`src/rtl/cpx_seq_pkg.sv`:
```
package cpx_seq_pkg;
   typedef enum logic [0:0] {
      SEQ_IDLE = 1'b0,
      SEQ_XFER = 1'b1
   } seq_state_e;

   localparam int unsigned WORD_BYTES = 4;
endpackage

```
`src/rtl/cpx_first_addr.sv`:
```
module cpx_first_addr #(
   parameter int unsigned AW    = 32,
   parameter int unsigned OFF_W = 8
) (
   input  logic [AW-1:0]    base,
   input  logic [OFF_W-1:0] imm_off,
   input  logic             dir_up,
   input  logic             pre_idx,
   output logic [AW-1:0]    first_addr,
   output logic [AW-1:0]    adj_base
);
   localparam int unsigned PAD = AW - OFF_W - 2;

   if (AW < OFF_W + 3) begin : g_bad_width
      $error("cpx_first_addr: AW too small for scaled offset");
   end

   logic [AW-1:0] byte_off;
   logic [AW-1:0] pick;

   always_comb begin
      byte_off = {{PAD{1'b0}}, imm_off, 2'b00};
      adj_base = dir_up ? (base + byte_off) : (base - byte_off);
      pick     = pre_idx ? adj_base : base;
      first_addr = {pick[AW-1:2], 2'b00};
   end
endmodule

```
`src/rtl/cpx_burst_ctl.sv`:
```
module cpx_burst_ctl
   import cpx_seq_pkg::*;
#(
   parameter int unsigned AW        = 32,
   parameter int unsigned MAX_WORDS = 16,
   parameter bit          CAP_EN    = 1'b1
) (
   input  logic          clk,
   input  logic          rst_n,
   input  logic          launch,
   input  logic [AW-1:0] first_addr,
   input  logic          cp_last,
   output logic          xfer,
   output logic [AW-1:0] addr,
   output logic          finish,
   output logic          cap_hit
);
   localparam int unsigned CW = $clog2(MAX_WORDS + 1);
   localparam logic [CW-1:0] CNT_MAX = CW'(MAX_WORDS);

   if (MAX_WORDS < 1) begin : g_bad_max
      $error("cpx_burst_ctl: MAX_WORDS must be at least 1");
   end

   seq_state_e    state_q;
   logic [CW-1:0] cnt_q;

   if (CAP_EN) begin : g_cap
      assign cap_hit = (cnt_q == CNT_MAX);
   end else begin : g_nocap
      assign cap_hit = 1'b0;
   end

   assign xfer   = (state_q == SEQ_XFER);
   assign finish = xfer & (cp_last | cap_hit);

   always_ff @(posedge clk or negedge rst_n) begin
      if (!rst_n) begin
         state_q <= SEQ_IDLE;
         addr    <= '0;
         cnt_q   <= '0;
      end else if (state_q == SEQ_IDLE) begin
         if (launch) begin
            state_q <= SEQ_XFER;
            addr    <= first_addr;
            cnt_q   <= CW'(1);
         end
      end else if (finish) begin
         state_q <= SEQ_IDLE;
      end else begin
         addr <= addr + AW'(WORD_BYTES);
         if (cnt_q != CNT_MAX) cnt_q <= cnt_q + CW'(1);
      end
   end

   AST_STEP_UP: assert property (@(posedge clk) disable iff (!rst_n)
      (xfer && !finish) |=> (addr == $past(addr) + AW'(WORD_BYTES)));
   AST_FIRST_ADDR: assert property (@(posedge clk) disable iff (!rst_n)
      (!xfer && launch) |=> (xfer && addr == $past(first_addr)));
   AST_ALIGNED: assert property (@(posedge clk) disable iff (!rst_n)
      xfer |-> (addr[1:0] == 2'b00));
   AST_CAP_LIMIT: assert property (@(posedge clk) disable iff (!rst_n)
      xfer |-> (cnt_q <= CNT_MAX));
   AST_LAST_STOPS: assert property (@(posedge clk) disable iff (!rst_n)
      (xfer && cp_last) |=> !xfer);
endmodule

```
`src/rtl/cpx_addr_seq.sv`:
```
module cpx_addr_seq #(
   parameter int unsigned AW        = 32,
   parameter int unsigned OFF_W     = 8,
   parameter int unsigned MAX_WORDS = 16,
   parameter bit          CAP_EN    = 1'b1
) (
   input  logic          clk,
   input  logic          rst_n,
   input  logic          start,
   input  logic [AW-1:0] base,
   input  logic [7:0]    imm_off,
   input  logic          dir_up,
   input  logic          pre_idx,
   input  logic          wb_req,
   input  logic          long_sel,
   input  logic          cp_accept,
   input  logic          cp_last,
   input  logic          irq_req,
   output logic          mem_req,
   output logic [AW-1:0] mem_addr,
   output logic          cp_long,
   output logic          undef_trap,
   output logic          irq_ack,
   output logic          wb_valid,
   output logic [AW-1:0] wb_addr,
   output logic          len_err
);
   if (OFF_W != 8) begin : g_bad_off
      $error("cpx_addr_seq: immediate port is fixed at 8 bits");
   end

   logic [AW-1:0] first_addr, adj_base;
   logic          xfer, finish, cap_hit, launch, reject;
   logic [AW-1:0] wb_hold_q;
   logic          wb_en_q;

   cpx_first_addr #(.AW(AW), .OFF_W(OFF_W)) u_first (
      .base(base), .imm_off(imm_off), .dir_up(dir_up), .pre_idx(pre_idx),
      .first_addr(first_addr), .adj_base(adj_base)
   );

   cpx_burst_ctl #(.AW(AW), .MAX_WORDS(MAX_WORDS), .CAP_EN(CAP_EN)) u_ctl (
      .clk(clk), .rst_n(rst_n), .launch(launch), .first_addr(first_addr),
      .cp_last(cp_last), .xfer(xfer), .addr(mem_addr), .finish(finish),
      .cap_hit(cap_hit)
   );

   assign launch  = start & ~xfer & cp_accept;
   assign reject  = start & ~xfer & ~cp_accept;
   assign mem_req = xfer;
   assign irq_ack = irq_req & ~xfer;

   always_ff @(posedge clk or negedge rst_n) begin
      if (!rst_n) begin
         undef_trap <= 1'b0;
         wb_valid   <= 1'b0;
         wb_addr    <= '0;
         len_err    <= 1'b0;
         cp_long    <= 1'b0;
         wb_hold_q  <= '0;
         wb_en_q    <= 1'b0;
      end else begin
         undef_trap <= reject;
         wb_valid   <= finish & wb_en_q;
         len_err    <= finish & cap_hit & ~cp_last;
         if (finish) wb_addr <= wb_hold_q;
         if (launch) begin
            cp_long   <= long_sel;
            wb_hold_q <= adj_base;
            wb_en_q   <= wb_req;
         end
      end
   end

   AST_TRAP_NO_ACCESS: assert property (@(posedge clk) disable iff (!rst_n)
      undef_trap |-> !mem_req);
   AST_IRQ_BLOCKED: assert property (@(posedge clk) disable iff (!rst_n)
      mem_req |-> !irq_ack);
   AST_WB_AFTER_END: assert property (@(posedge clk) disable iff (!rst_n)
      wb_valid |-> ($past(mem_req) && !mem_req));
   AST_LONG_STABLE: assert property (@(posedge clk) disable iff (!rst_n)
      (mem_req && $past(mem_req)) |-> $stable(cp_long));
   AST_BUSY_START_IGNORED: assert property (@(posedge clk) disable iff (!rst_n)
      (mem_req && start && !cp_last && !cap_hit) |=> (mem_req && mem_addr == $past(mem_addr) + AW'(4)));
endmodule

```
`config.mk`:
```
export PLATFORM = sky130hd
export DESIGN_NAME = cpx_addr_seq
export DESIGN_NICKNAME = d
export VERILOG_FILES = /design/src/rtl/cpx_seq_pkg.sv /design/src/rtl/cpx_first_addr.sv /design/src/rtl/cpx_burst_ctl.sv /design/src/rtl/cpx_addr_seq.sv
export SDC_FILE = /design/constraint.sdc
export NUM_CORES = 1
export LEC_CHECK = 0
export ABC_AREA = 1
export BUFFER_PORTS_ARGS = -buffer_cell sky130_fd_sc_hd__buf_2
export CORE_UTILIZATION = 40
export DETAILED_ROUTE_END_ITERATION = 6
export PLACE_DENSITY = 0.65
export SYNTH_ARGS = -nofsm -noshare
export SYNTH_HDL_FRONTEND = slang
export SYNTH_SLANG_ARGS = --single-unit
export TNS_END_PERCENT = 100
```
`constraint.sdc`:
```
create_clock -name clk -period 1.55 [get_ports clk]
set_input_delay 0.31 -clock clk [delete_from_list [all_inputs] [get_ports clk]]
set_output_delay 0.31 -clock clk [all_outputs]
set_load 0.005 [all_outputs]
```
==> results.txt <==
The flow ran to the end, but the final reports show violations. The checks that failed: negative setup slack. The area share of the largest cell type after synthesis came out at about a third. The floorplan die width is around 140 um. between 100 and 150 I/O pins were placed. The arrival time at the worst endpoint came out at roughly 2800 ps. At the end of routability-driven placement, the weighted congestion stood at 0.943. The core occupancy in the finished layout is 66.3%.

The number of distinct standard cells referenced by the synthesized netlist is between 40 and 50. Setup repair after global routing could not meet its margin everywhere. The worst hold slack across all endpoints came out at approximately 130 ps. From synthesis to final layout, the design area changed by 62.2%. The post-detailed-route DRC marker count came out at 0. The mux contribution to synthesized area is 2.94%. The total via count after detailed routing came out at slightly below 9000.

The predominant post-synthesis flop cell is dfrtp_1. The number of standard cells in the layout, taps in and fillers out is 1678. The slack of the worst reg-to-reg path came out at -240 ps. The critical path is of the in2reg type. The post-route clock skew is roughly 12 ps. The effective utilization at floorplan is roughly two fifths. The clock edge transition at the registers on the reported setup and hold paths is roughly 70 ps.

The min-delay analysis places its worst path in the category in2reg. The area enclosed by the die boundary is ~20000 um2. No sink is reached through more buffers than the 2 on the longest clock path. Global routing consumed, over all layers together, between 20% and 30% of the routing resources. The via count normalized by instance count came out at 5.27. The fraction of layout instances using a drive strength above 1 came out at 50.3%. The mean post-synth cell area is ~6.9 um2. The number of hold violations in the final report came out at 0. Synthesis handed over a netlist of between 1000 and 1500 instances. The leakage component of the power came out at ~6.3 nW. The final setup slack of the worst path is -935 ps. The number of nets in the layout came out at between 1500 and 2000. The number of global-route vias before repair is between 8000 and 9000. The overall routed net length is 29600 um.

In this run the worst path has a maximum fanout of 6. For this block, the initial DRC count from the detailed router was 637. The required time reported for the critical path endpoint came out at approximately 1800 ps.

The number of setup violations in the final report came out at 88. The number of buffer cells added on primary ports came out at between 100 and 150. The first-pass GRT wire length is 44600 um. The worst register-to-register path begins at u_ctl.addr[13].

VDD sags by at most roughly 0.0005 V. The TritonCTS buffer count came out at 9. The worst hold path begins at cp_accept. The sum of overflow across all layers after global routing came out at 0. The fmax came out at 0.402 GHz. In the post-synthesis netlist, the biggest area contributors are dfrtp_1 34%, nand2_1 16%, inv_1 6.4%. The total inserted antenna cells is 0. After layout, the worst path uses 160% of the clock period.

The async set-or-reset flop fraction in the synthesized netlist is 100%. The adder-cell share of the synthesized area is about 5.8%. The instance count along the most critical hold path came out at 2.

The max capacitance violation total came out at 0. The portion of the post-synthesis area used by sequential elements is 34.3%. The dominant combinational cell family by area after synthesis is simple AND/OR/NAND/NOR gates. The max-slew violation count is 0. The placeable core region is about 19000 um2.

STA classifies the critical path startpoint as a primary input. The sink count of the clock tree came out at ~110. Of all cell types, the one taking the most synthesized area is dfrtp_1. The post-detailed-route wirelength per cell is approximately 18 um. Tracing the worst setup path back leads to its startpoint at imm_off[1]. The vertical die dimension is roughly 140 um. The root buffer cell chosen for the clock tree is clkbuf_16. The Yosys warning count came out at 0. Leaving out fill and tap cells, the most frequent cells in the layout are 208 x nand2_1, 183 x buf_4, 112 x buf_2. The total power per unit cell area came out at between 1000 and 1500 nW/um2. The cell total after placement is roughly 1600. The path with the worst hold slack has its endpoint at undef_trap. The total number of H-tree levels came out at 3.

The worst setup path is captured at a register. The initial antenna violation count is 0. The post-route antenna net violation count came out at 0. The final critical-path required period is roughly 2500 ps. The endpoint of the worst register-to-register path is u_ctl.addr[30].

The number of synthesized register bits came out at between 100 and 150. The number of cells on the worst reg-to-reg path is 11. Counting flops with a built-in enable in the synthesized netlist gives 0. The number of detailed-routing iterations run before antenna repair is 5. The post-DP HPWL came out at 20400 um. The site row count is 50.

The maximum number of pins on one net before global-route repair is between 70 and 80. TritonCTS built the clock tree. The library cell used most frequently in the layout, excluding fill and tap cells, is nand2_1. The clock network latency to the later pin of the worst-skew pair came out at 360 ps.

The simple-gate area share of the yosys netlist is between 30% and 40%. The synthesized-area fraction occupied by ao, oa, aoi and oai cells came out at between 10% and 20%. Summing every instance area after synthesis gives 7670 um2. The xor-xnor portion of the synthesized cell area is about 3.9%.
-- area by class of cell --
type | count | area [um2]
Fill cell | 1490 | 6330
Clock inverter | 3 | 42.5
Sequential cell | 105 | 2630
Timing Repair Buffer | 356 | 2860
Tap cell | 234 | 293
Inverter | 135 | 532
Multi-Input combinational cell | 834 | 5840
Clock buffer | 11 | 243
-- flip-flops by register name, summed over array words and instances, names as in the netlist --
signal / count
u_ctl.addr: 30
cp_long: 1
len_err: 1
wb_en_q: 1
wb_hold_q: 32
wb_valid: 1
undef_trap: 1
u_ctl.xfer: 1
u_ctl.cnt_q: 5
wb_addr: 32
-- critical path: stages --
cell and delay, ps:
buf_8 100, inv_8 50, ha_4 130, inv_2 40
nor2_4 110, inv_2 60, nor3_4 180, buf_6 160
a21oi_4 130, ha_4 340, nand2_4 90, buf_6 130
nor3_2 160, nand2_1 90, nand2_2 140, buf_6 130
xor2_4 170, o21ai_2 100, a22oi_1 150
-- repair_timing --
action,4_1_cts,5_1_grt
endpoints found under the setup margin,88,98
pin swaps,75,75
gates resized for setup,236,175
hold buffers,1,0
hold endpoints to repair,16,0
cloned,7,2
setup buffers,19,17
-- through the flow --
stage	TNS, ps	total power [mW]	setup WS, ps	cell area, um2
6_report	-45280	13.7	-935	12400
3_5_place_dp	-68870	9.84	-1390	10200
2_1_floorplan	-35670	6.90	-845	7890
5_1_grt	-55160	14.5	-1070	12400
4_1_cts	-41530	13.0	-875	11700
3_3_place_gp	-66040	9.72	-1370	10200
-- power breakdown --
part	internal (mW)	total, mW	switching [mW]
Sequential	3.63	4.27	0.645
Combinational	3.47	7.11	3.64
Clock	1.28	2.31	1.03
Total	8.37	13.7	5.31
-- synthesized netlist by cell type, types with 2 or more instances --
cell,number
ha_1,34
nand4_1,9
a31oi_1,2
o21ai_0,65
a22oi_1,3
nor3_1,14
and2_1,4
nor3b_2,2
nor2_4,2
nor2_1,120
buf_2,11
nor3_2,8
buf_4,5
nand3_1,53
o21bai_1,5
o22ai_1,5
inv_1,130
a21oi_2,4
nor3b_1,2
buf_6,3
a21oi_1,70
xnor2_1,15
nor2_2,10
nand2_1,328
nand2_2,15
xor2_1,19
o21ai_1,4
mux2_2,20
buf_1,3
inv_2,5
clkbuf_1,12
o211ai_1,5
nand3b_1,4
dfrtp_1,105
-- logic make-up after synthesis --
group | count (synthesis)
and+or+nand+nor | 576
buffers and inverters | 169
AOI/OAI and AO/OA | 167
DFF | 105
adders and majority gates | 35
xor gates and xnor gates | 34
muxes | 20
other | 1
-- worst max-delay path by stage --
stage	end	slack, ps	cells past startpoint
6_report	u_ctl.addr[15]	-940	19
5_1_grt	u_ctl.addr[21]	-1070	23
4_1_cts	u_ctl.addr[31]	-880	22
3_5_place_dp	u_ctl.addr[24]	-1390	20
3_3_place_gp	u_ctl.addr[24]	-1370	20
2_1_floorplan	u_ctl.addr[31]	-850	24
-- metal layers --
| metal | track usage (%) | wire [um] | vias to the layer above |
|---|---|---|---|
| li1 | - | - | 4220 |
| met4 | 11.9 | 1010 | 0 |
| met2 | 48.5 | 14200 | 310 |
| met5 | 0 | 0 | - |
| met3 | 3.59 | 1600 | 64 |
| met1 | 38.9 | 12800 | 4245 |
Power figures use the tool's default switching activity.
